**src/rtl/dbgc_pkg.sv**
```systemverilog
package dbgc_pkg;
  localparam int REG_W    = 8;
  localparam int BIT_DBG  = 7;
  localparam int BIT_EN   = 6;
  localparam int BIT_ACK  = 5;
  localparam int BIT_LOOP = 4;
  localparam int BIT_RST  = 0;
  localparam logic [REG_W-1:0] ACK_CODE = '1;
  localparam logic [REG_W-1:0] STORE_MASK = ~(REG_W'(1) << BIT_RST);

  typedef struct packed {
    logic load;
    logic setDbg;
    logic clrAck;
  } dbgStrobes_t;
endpackage

```
**src/rtl/dbgc_regfile.sv**
```systemverilog
module dbgc_regfile
  import dbgc_pkg::*;
(
  input  logic             clk,
  input  logic             rstN,
  input  dbgStrobes_t      strb,
  input  logic [REG_W-1:0] wrData,
  output logic [REG_W-1:0] ctrlQ
);
  logic [REG_W-1:0] nextQ;

  always_comb begin
    nextQ = ctrlQ;
    if (strb.load) nextQ = wrData & STORE_MASK;
    // hardware updates are applied after the write so they win
    if (strb.setDbg) nextQ[BIT_DBG] = 1'b1;
    if (strb.clrAck) nextQ[BIT_ACK] = 1'b0;
  end

  always_ff @(posedge clk or negedge rstN) begin
    if (!rstN) ctrlQ <= '0;
    else       ctrlQ <= nextQ;
  end
endmodule

```
**src/rtl/dbgc_sequencer.sv**
```systemverilog
module dbgc_sequencer
  import dbgc_pkg::*;
(
  input  logic             clk,
  input  logic             rstN,
  input  logic             wrEn,
  input  logic             wrRst,
  input  logic             brkHit,
  input  logic             ackReady,
  input  logic [REG_W-1:0] ctrlQ,
  output dbgStrobes_t      strb,
  output logic             brkLoop,
  output logic             resetReq,
  output logic             ackValid,
  output logic [REG_W-1:0] ackByte
);
  logic brkTaken;
  logic ackFire;
  logic ackPending;

  assign brkTaken = brkHit & ctrlQ[BIT_EN];
  assign ackFire  = ackPending & ackReady;

  always_comb begin
    strb.load   = wrEn;
    strb.setDbg = brkTaken & ~ctrlQ[BIT_LOOP];
    strb.clrAck = ackFire;
  end

  assign brkLoop  = brkTaken & ctrlQ[BIT_LOOP];
  assign ackValid = ackPending;
  assign ackByte  = ACK_CODE;

  always_ff @(posedge clk or negedge rstN) begin
    if (!rstN) begin
      ackPending <= 1'b0;
      resetReq   <= 1'b0;
    end else begin
      resetReq <= wrEn & wrRst;
      if (ackFire)
        ackPending <= 1'b0;
      else if (brkTaken & ctrlQ[BIT_ACK])
        ackPending <= 1'b1;
    end
  end
endmodule

```
**src/rtl/debug_break_ctl.sv**
```systemverilog
module debug_break_ctl
  import dbgc_pkg::*;
(
  input  logic             clk,
  input  logic             rstN,
  input  logic             wrEn,
  input  logic [REG_W-1:0] wrData,
  output logic [REG_W-1:0] rdData,
  input  logic             brkHit,
  output logic             brkLoop,
  output logic             fetchStall,
  output logic             resetReq,
  input  logic             ackReady,
  output logic             ackValid,
  output logic [REG_W-1:0] ackByte
);
  dbgStrobes_t      strb;
  logic [REG_W-1:0] ctrlQ;

  dbgc_regfile i_regs (
    .clk(clk), .rstN(rstN), .strb(strb), .wrData(wrData), .ctrlQ(ctrlQ)
  );

  dbgc_sequencer i_seq (
    .clk(clk), .rstN(rstN), .wrEn(wrEn), .wrRst(wrData[BIT_RST]),
    .brkHit(brkHit), .ackReady(ackReady), .ctrlQ(ctrlQ), .strb(strb),
    .brkLoop(brkLoop), .resetReq(resetReq), .ackValid(ackValid),
    .ackByte(ackByte)
  );

  assign rdData     = ctrlQ;
  assign fetchStall = ctrlQ[BIT_DBG];
endmodule

```
**config.mk**
```make
export PLATFORM = sky130hd
export DESIGN_NAME = debug_break_ctl
export DESIGN_NICKNAME = d
export VERILOG_FILES = /design/src/rtl/dbgc_pkg.sv /design/src/rtl/dbgc_regfile.sv /design/src/rtl/dbgc_sequencer.sv /design/src/rtl/debug_break_ctl.sv
export SDC_FILE = /design/constraint.sdc
export NUM_CORES = 1
export LEC_CHECK = 0
export BUFFER_PORTS_ARGS = -buffer_cell sky130_fd_sc_hd__buf_2
export CORE_AREA = 2 2 39 41
export CTS_CLUSTER_SIZE = 8
export DETAILED_ROUTE_END_ITERATION = 7
export DIE_AREA = 0 0 41 43
export PLACE_DENSITY = 0.69
export SYNTH_ARGS = -nofsm -noshare
export SYNTH_HDL_FRONTEND = slang
export SYNTH_SLANG_ARGS = --single-unit
```
**constraint.sdc**
```tcl
create_clock -name clk -period 0.95 [get_ports clk]
set_input_delay 0.095 -clock clk [delete_from_list [all_inputs] [get_ports clk]]
set_output_delay 0.095 -clock clk [all_outputs]
set_load 0.02 [all_outputs]
```
Word-level counts from Yosys, hierarchy flattened. Cells that the tools add are included.

Multiplexer cells: 5. Bitwise gates (word level): 7. Reduce and logical (&&, ||, !) cells: 3.

Operators by type and width (number): $mux W8 (1); $and A1 B1 Y1 (6); $reduce_bool A2 Y1 (3); $mux W1 (4); $not A1 Y1 (1).

Register bits after elaboration: 9. Input port bits: 13. Output and inout bits: 20. Word-level logic and storage cells: 20.

Depth between registers and ports, before layout.
Depth after elaboration: 4. Mapped depth: 3. Depth with buffers taken out: 2.

Cells and area by module. Synthesis repeated with hierarchy kept, for this count alone.

Cells, all modules: 40. Area, all modules: 483.0 um2.

Modules (own cells, without submodules): dbgc_regfile (times used 1, cells an instance 19, area each 304.0 um2, seq. area each 175.2 um2); dbgc_sequencer (times used 1, cells an instance 20, area each 171.4 um2, seq. area each 50.0 um2); debug_break_ctl (times used 1, cells an instance 1, area each 7.5 um2, seq. area each 0.0 um2).

Worst setup path before layout. OpenSTA, ideal clock, no wires.

Path kind: reg-to-output. Start point: register i_regs.ctrlQ[6]. End point: output port brkLoop. Arrival: 0.777 ns. Required time: 0.855 ns. Path slack: 0.078 ns. Cell stages (with the launch flop): 2. Path buffers: 0. Path through: dfrtp_1 -> and3_1.

Longest elaborated chain between the ends: 2.

Ends and longest elaborated chain: start: declaration (line dbgc_regfile.sv:8) `output logic [REG_W-1:0] ctrlQ`; start signal: assignment (line dbgc_regfile.sv:22) `else ctrlQ <= nextQ;`; $and A1 B1 Y1 (line dbgc_sequencer.sv:21) `assign brkTaken = brkHit & ctrlQ[BIT_EN];`; $and A1 B1 Y1 (line dbgc_sequencer.sv:30) `assign brkLoop = brkTaken & ctrlQ[BIT_LOOP];`; end: declaration (line debug_break_ctl.sv:10) `output logic brkLoop,`.

No other way between the ends.

Worst setup path in the final report. Ends and elaborated chain as after synthesis.

==> flow_summary_export.csv <==
group,metric,value,unit
status,status,"finished with violations",
status,violations,"setup timing",
timing,fmax,970.2,MHz
global_routing,grt.overflow.total,0,
clocking,cts_tree,"built",
placement,io_buffers,23,
yosys,yosysUniqueCellTypes,12,
yosys,yosys.area.top_type_share,49.32,%
timing,timing.final.crit_share,108.5,%
power_and_ir_drop,vdd_drop_max,0.0003844,V
drt,wl,783,um
timing,layout_setup_ws,-80.73,ps
yosys,synth_edf_count,0,
yosys,ys_async_sr_fraction,100.0,%
drt,wire_per_inst,10.04,um
clocking,cts_sinks,9,
critical_path,critPathBufInv,1,
drt,drtIter0Drc,2,
clocking,insertion_delay,250,ps
global_routing,antenna_found_initial,0,
power_and_ir_drop,powerDensity,1664,nW/um2
power_and_ir_drop,combinationalPowerShare,28.0,%
global_routing,grt_first_pass_wirelength,1014,um
yosys,synth-seq-cells,9,
global_routing,grt_start_max_net_pins,10,
yosys,yosysTopAreaCell,"dfrtp_1",
drt,drt_pass1_iterations,3,
job,maxCapViolCount,0,
die,die_area,1763,um2
critical_path,cp_max_fo,3,
power_and_ir_drop,total_leakage_power,0.0003343,uW
critical_path,crit_path_end_kind,"output port",
critical_path,critPathTopFamily,"flip-flops",
drt,vias_per_cell,4.115,
clocking,clk_pin_slew,60,ps
final_layout,drive_above_1_share,56.45,%
critical_path,cp_slowest_cell,"dfrtp_1",
critical_path,critPathLaunchType,"flop",
yosys,yosys_warnings,0,
die,initial_core_util,33.00,%
final_layout,fin_util,44.12,%
timing,rsz0062_at_grt,"yes",
power_and_ir_drop,p_int,714.3,uW
die,die-width,41,um
global_routing,grt_pass1_vias,269,
final_layout,diodes,0,
yosys,syn_area_per_cell,12.69,um2
power_and_ir_drop,p_seq_share,44.3,%
yosys,synth_most_common_cell,"buf_4",
final_layout,final_nets,76,
drt,drtAntennaViolNets,0,
clocking,numCtsBuffers,3,
placement,place_hpwl,616.2,um
timing,setup_viol,2,
clocking,htreeDepth,1,
critical_path,arrival,940,ps
timing,period_needed,1031,ps
drt,dr_total_vias,321,
power_and_ir_drop,power_frac_clock,27.7,%
yosys,synth_common_cells,"buf_4 (10), dfrtp_1 (9), mux2_4 (5)",
yosys,netlist_area,456.7,um2
yosys,ys_seq_area_share,49.32,%
critical_path,worstSetupPathType,"reg2out",
global_routing,grt_usage,9.036,%
critical_path,cp_slowest_stage_delay,400,ps
yosys,yosys-top-cells-area,"dfrtp_1 (49%), buf_4 (16%), mux2_4 (16%)",
clocking,clk_path_buf_depth,2,
worst_hold_path,hold_path.class,"in2reg",
drt,drc_errors,0,
power_and_ir_drop,total_power,1016,uW
yosys,synth_ff_type,"dfrtp_1",
critical_path,required,850,ps
timing,maxSlewViolCount,0,
timing,finalClockSkew,0.2990,ps
die,core,1384,um2
final_layout,fill_cells,135,
die,io_pins,33,
die,die_h,43,um
power_and_ir_drop,p_switching,301.4,uW
yosys,syn_inst,36,
die,row_count,14,
power_and_ir_drop,switching_share,29.68,%
timing,hold_viol,0,
final_layout,syn_to_final_growth,33.70,%
critical_path,crit_chain,"and3_4, buf_6",
placement,gp_congestion,0.5632,
clocking,cts_root_buf,"clkbuf_4",
==> path summary, 6_finish.rpt <==
kind                                                   from                          end  slack (ps)  cells past startpoint
worst max register to register  i_regs.ctrlQ[6]$_DFFE_PN0P_  i_regs.ctrlQ[6]$_DFFE_PN0P_          50                      2
worst max-delay path            i_regs.ctrlQ[6]$_DFFE_PN0P_                      brkLoop         -80                      2
min in group asynchronous                              rstN  i_regs.ctrlQ[3]$_DFFE_PN0P_         210                      2
worst min register to register  i_regs.ctrlQ[2]$_DFFE_PN0P_  i_regs.ctrlQ[2]$_DFFE_PN0P_         510                      1
worst min-delay path                               ackReady  i_regs.ctrlQ[5]$_DFFE_PN0P_          30                      2
max in group asynchronous                              rstN   i_seq.ackValid$_DFFE_PN0P_         570                      2
==> state kept, by name, indices dropped and copies added, names as in the netlist <==
signal / count
i_regs.ctrlQ: 7
i_seq.ackValid: 1
i_seq.resetReq: 1
==> power by group through the flow <==
| stage | registers [uW] | clock network, uW | logic (uW) |
|---|---|---|---|
| final | 450 | 281 | 284 |
| after global routing | 456 | 316 | 307 |
| after CTS | 449 | 293 | 279 |
| after detailed placement | 458 | 0 | 247 |
| after global placement | 456 | 0 | 244 |
| after floorplan | 509 | 0 | 145 |
==> repair_timing <==
| action | in CTS | in global routing |
|---|---|---|
| endpoints found under the hold margin | 9 | 0 |
| buffers inserted | 2 | 0 |
| setup endpoints to repair | 1 | 3 |
| resized for setup | 5 | 3 |
| hold buffers | 1 | 0 |
| pin swaps | 1 | 0 |
==> worst register-to-register path: stages (launching register included) <==
cell,delay (ps)
dfrtp_1,400
buf_6,130
mux2_4,250
==> final cells by class <==
cell class	instances	area, um2	share of cell area [%]
tap	16	20.02	3.279
clock buffer	4	26.28	4.303
timing repair buffer	26	162.7	26.64
multi-input combinational	23	176.4	28.89
sequential	9	225.2	36.89
==> logic make-up (layout without fill, tap and decap cells) <==
logic type / count (synthesis) / after routing / share of synthesized area, %
buffers and inverters: 11 / 30 / 18.90
DFF: 9 / 9 / 49.32
muxes: 8 / 8 / 23.01
and+or+nand+nor: 4 / 4 / 4.931
other: 2 / 9 / 1.644
AOI/OAI and AO/OA: 2 / 2 / 2.190
==> routing by layer <==
layer | vias up | global-route usage, % | part of all wire, % | wire (um)
li1 | 152 | - | - | -
met1 | 144 | 8.333 | 34 | 270
met2 | 23 | 15.31 | 50 | 394
met3 | 2 | 1.571 | 13 | 103
met4 | 0 | 8.000 | 1.8 | 14
met5 | - | 0 | 0 | 0
==> metrics by stage <==
| stage | hold slack [ps] | TNS [ps] | worst slack [ps] | cell area, um2 | std cells |
|---|---|---|---|---|---|
| 2_1_floorplan | -200.6 | 0 | 77.80 | 483.0 | 43 |
| 5_1_grt | 24.87 | -201.4 | -120.9 | 610.6 | 78 |
| 3_3_place_gp | -48.72 | 0 | 156.8 | 531.8 | 71 |
| 3_5_place_dp | -48.42 | 0 | 149.9 | 531.8 | 71 |
| 6_report | 27.69 | -130.8 | -80.73 | 610.6 | 78 |
| 4_1_cts | 26.09 | -130.1 | -86.26 | 599.3 | 78 |
==> placed cells by master, fill, tap and decap left out <==
cell	n
buf_4	1
conb_1	9
and2_2	1
nand3_1	1
nand2_1	1
clkbuf_4	3
buf_6	4
dlygate4sd3_1	1
and3_4	1
mux2i_1	3
clkbuf_1	1
dfrtp_1	9
buf_2	20
mux2_4	5
o21ai_0	1
a21oi_1	1
No activity file was read; power rests on OpenSTA's default activity.
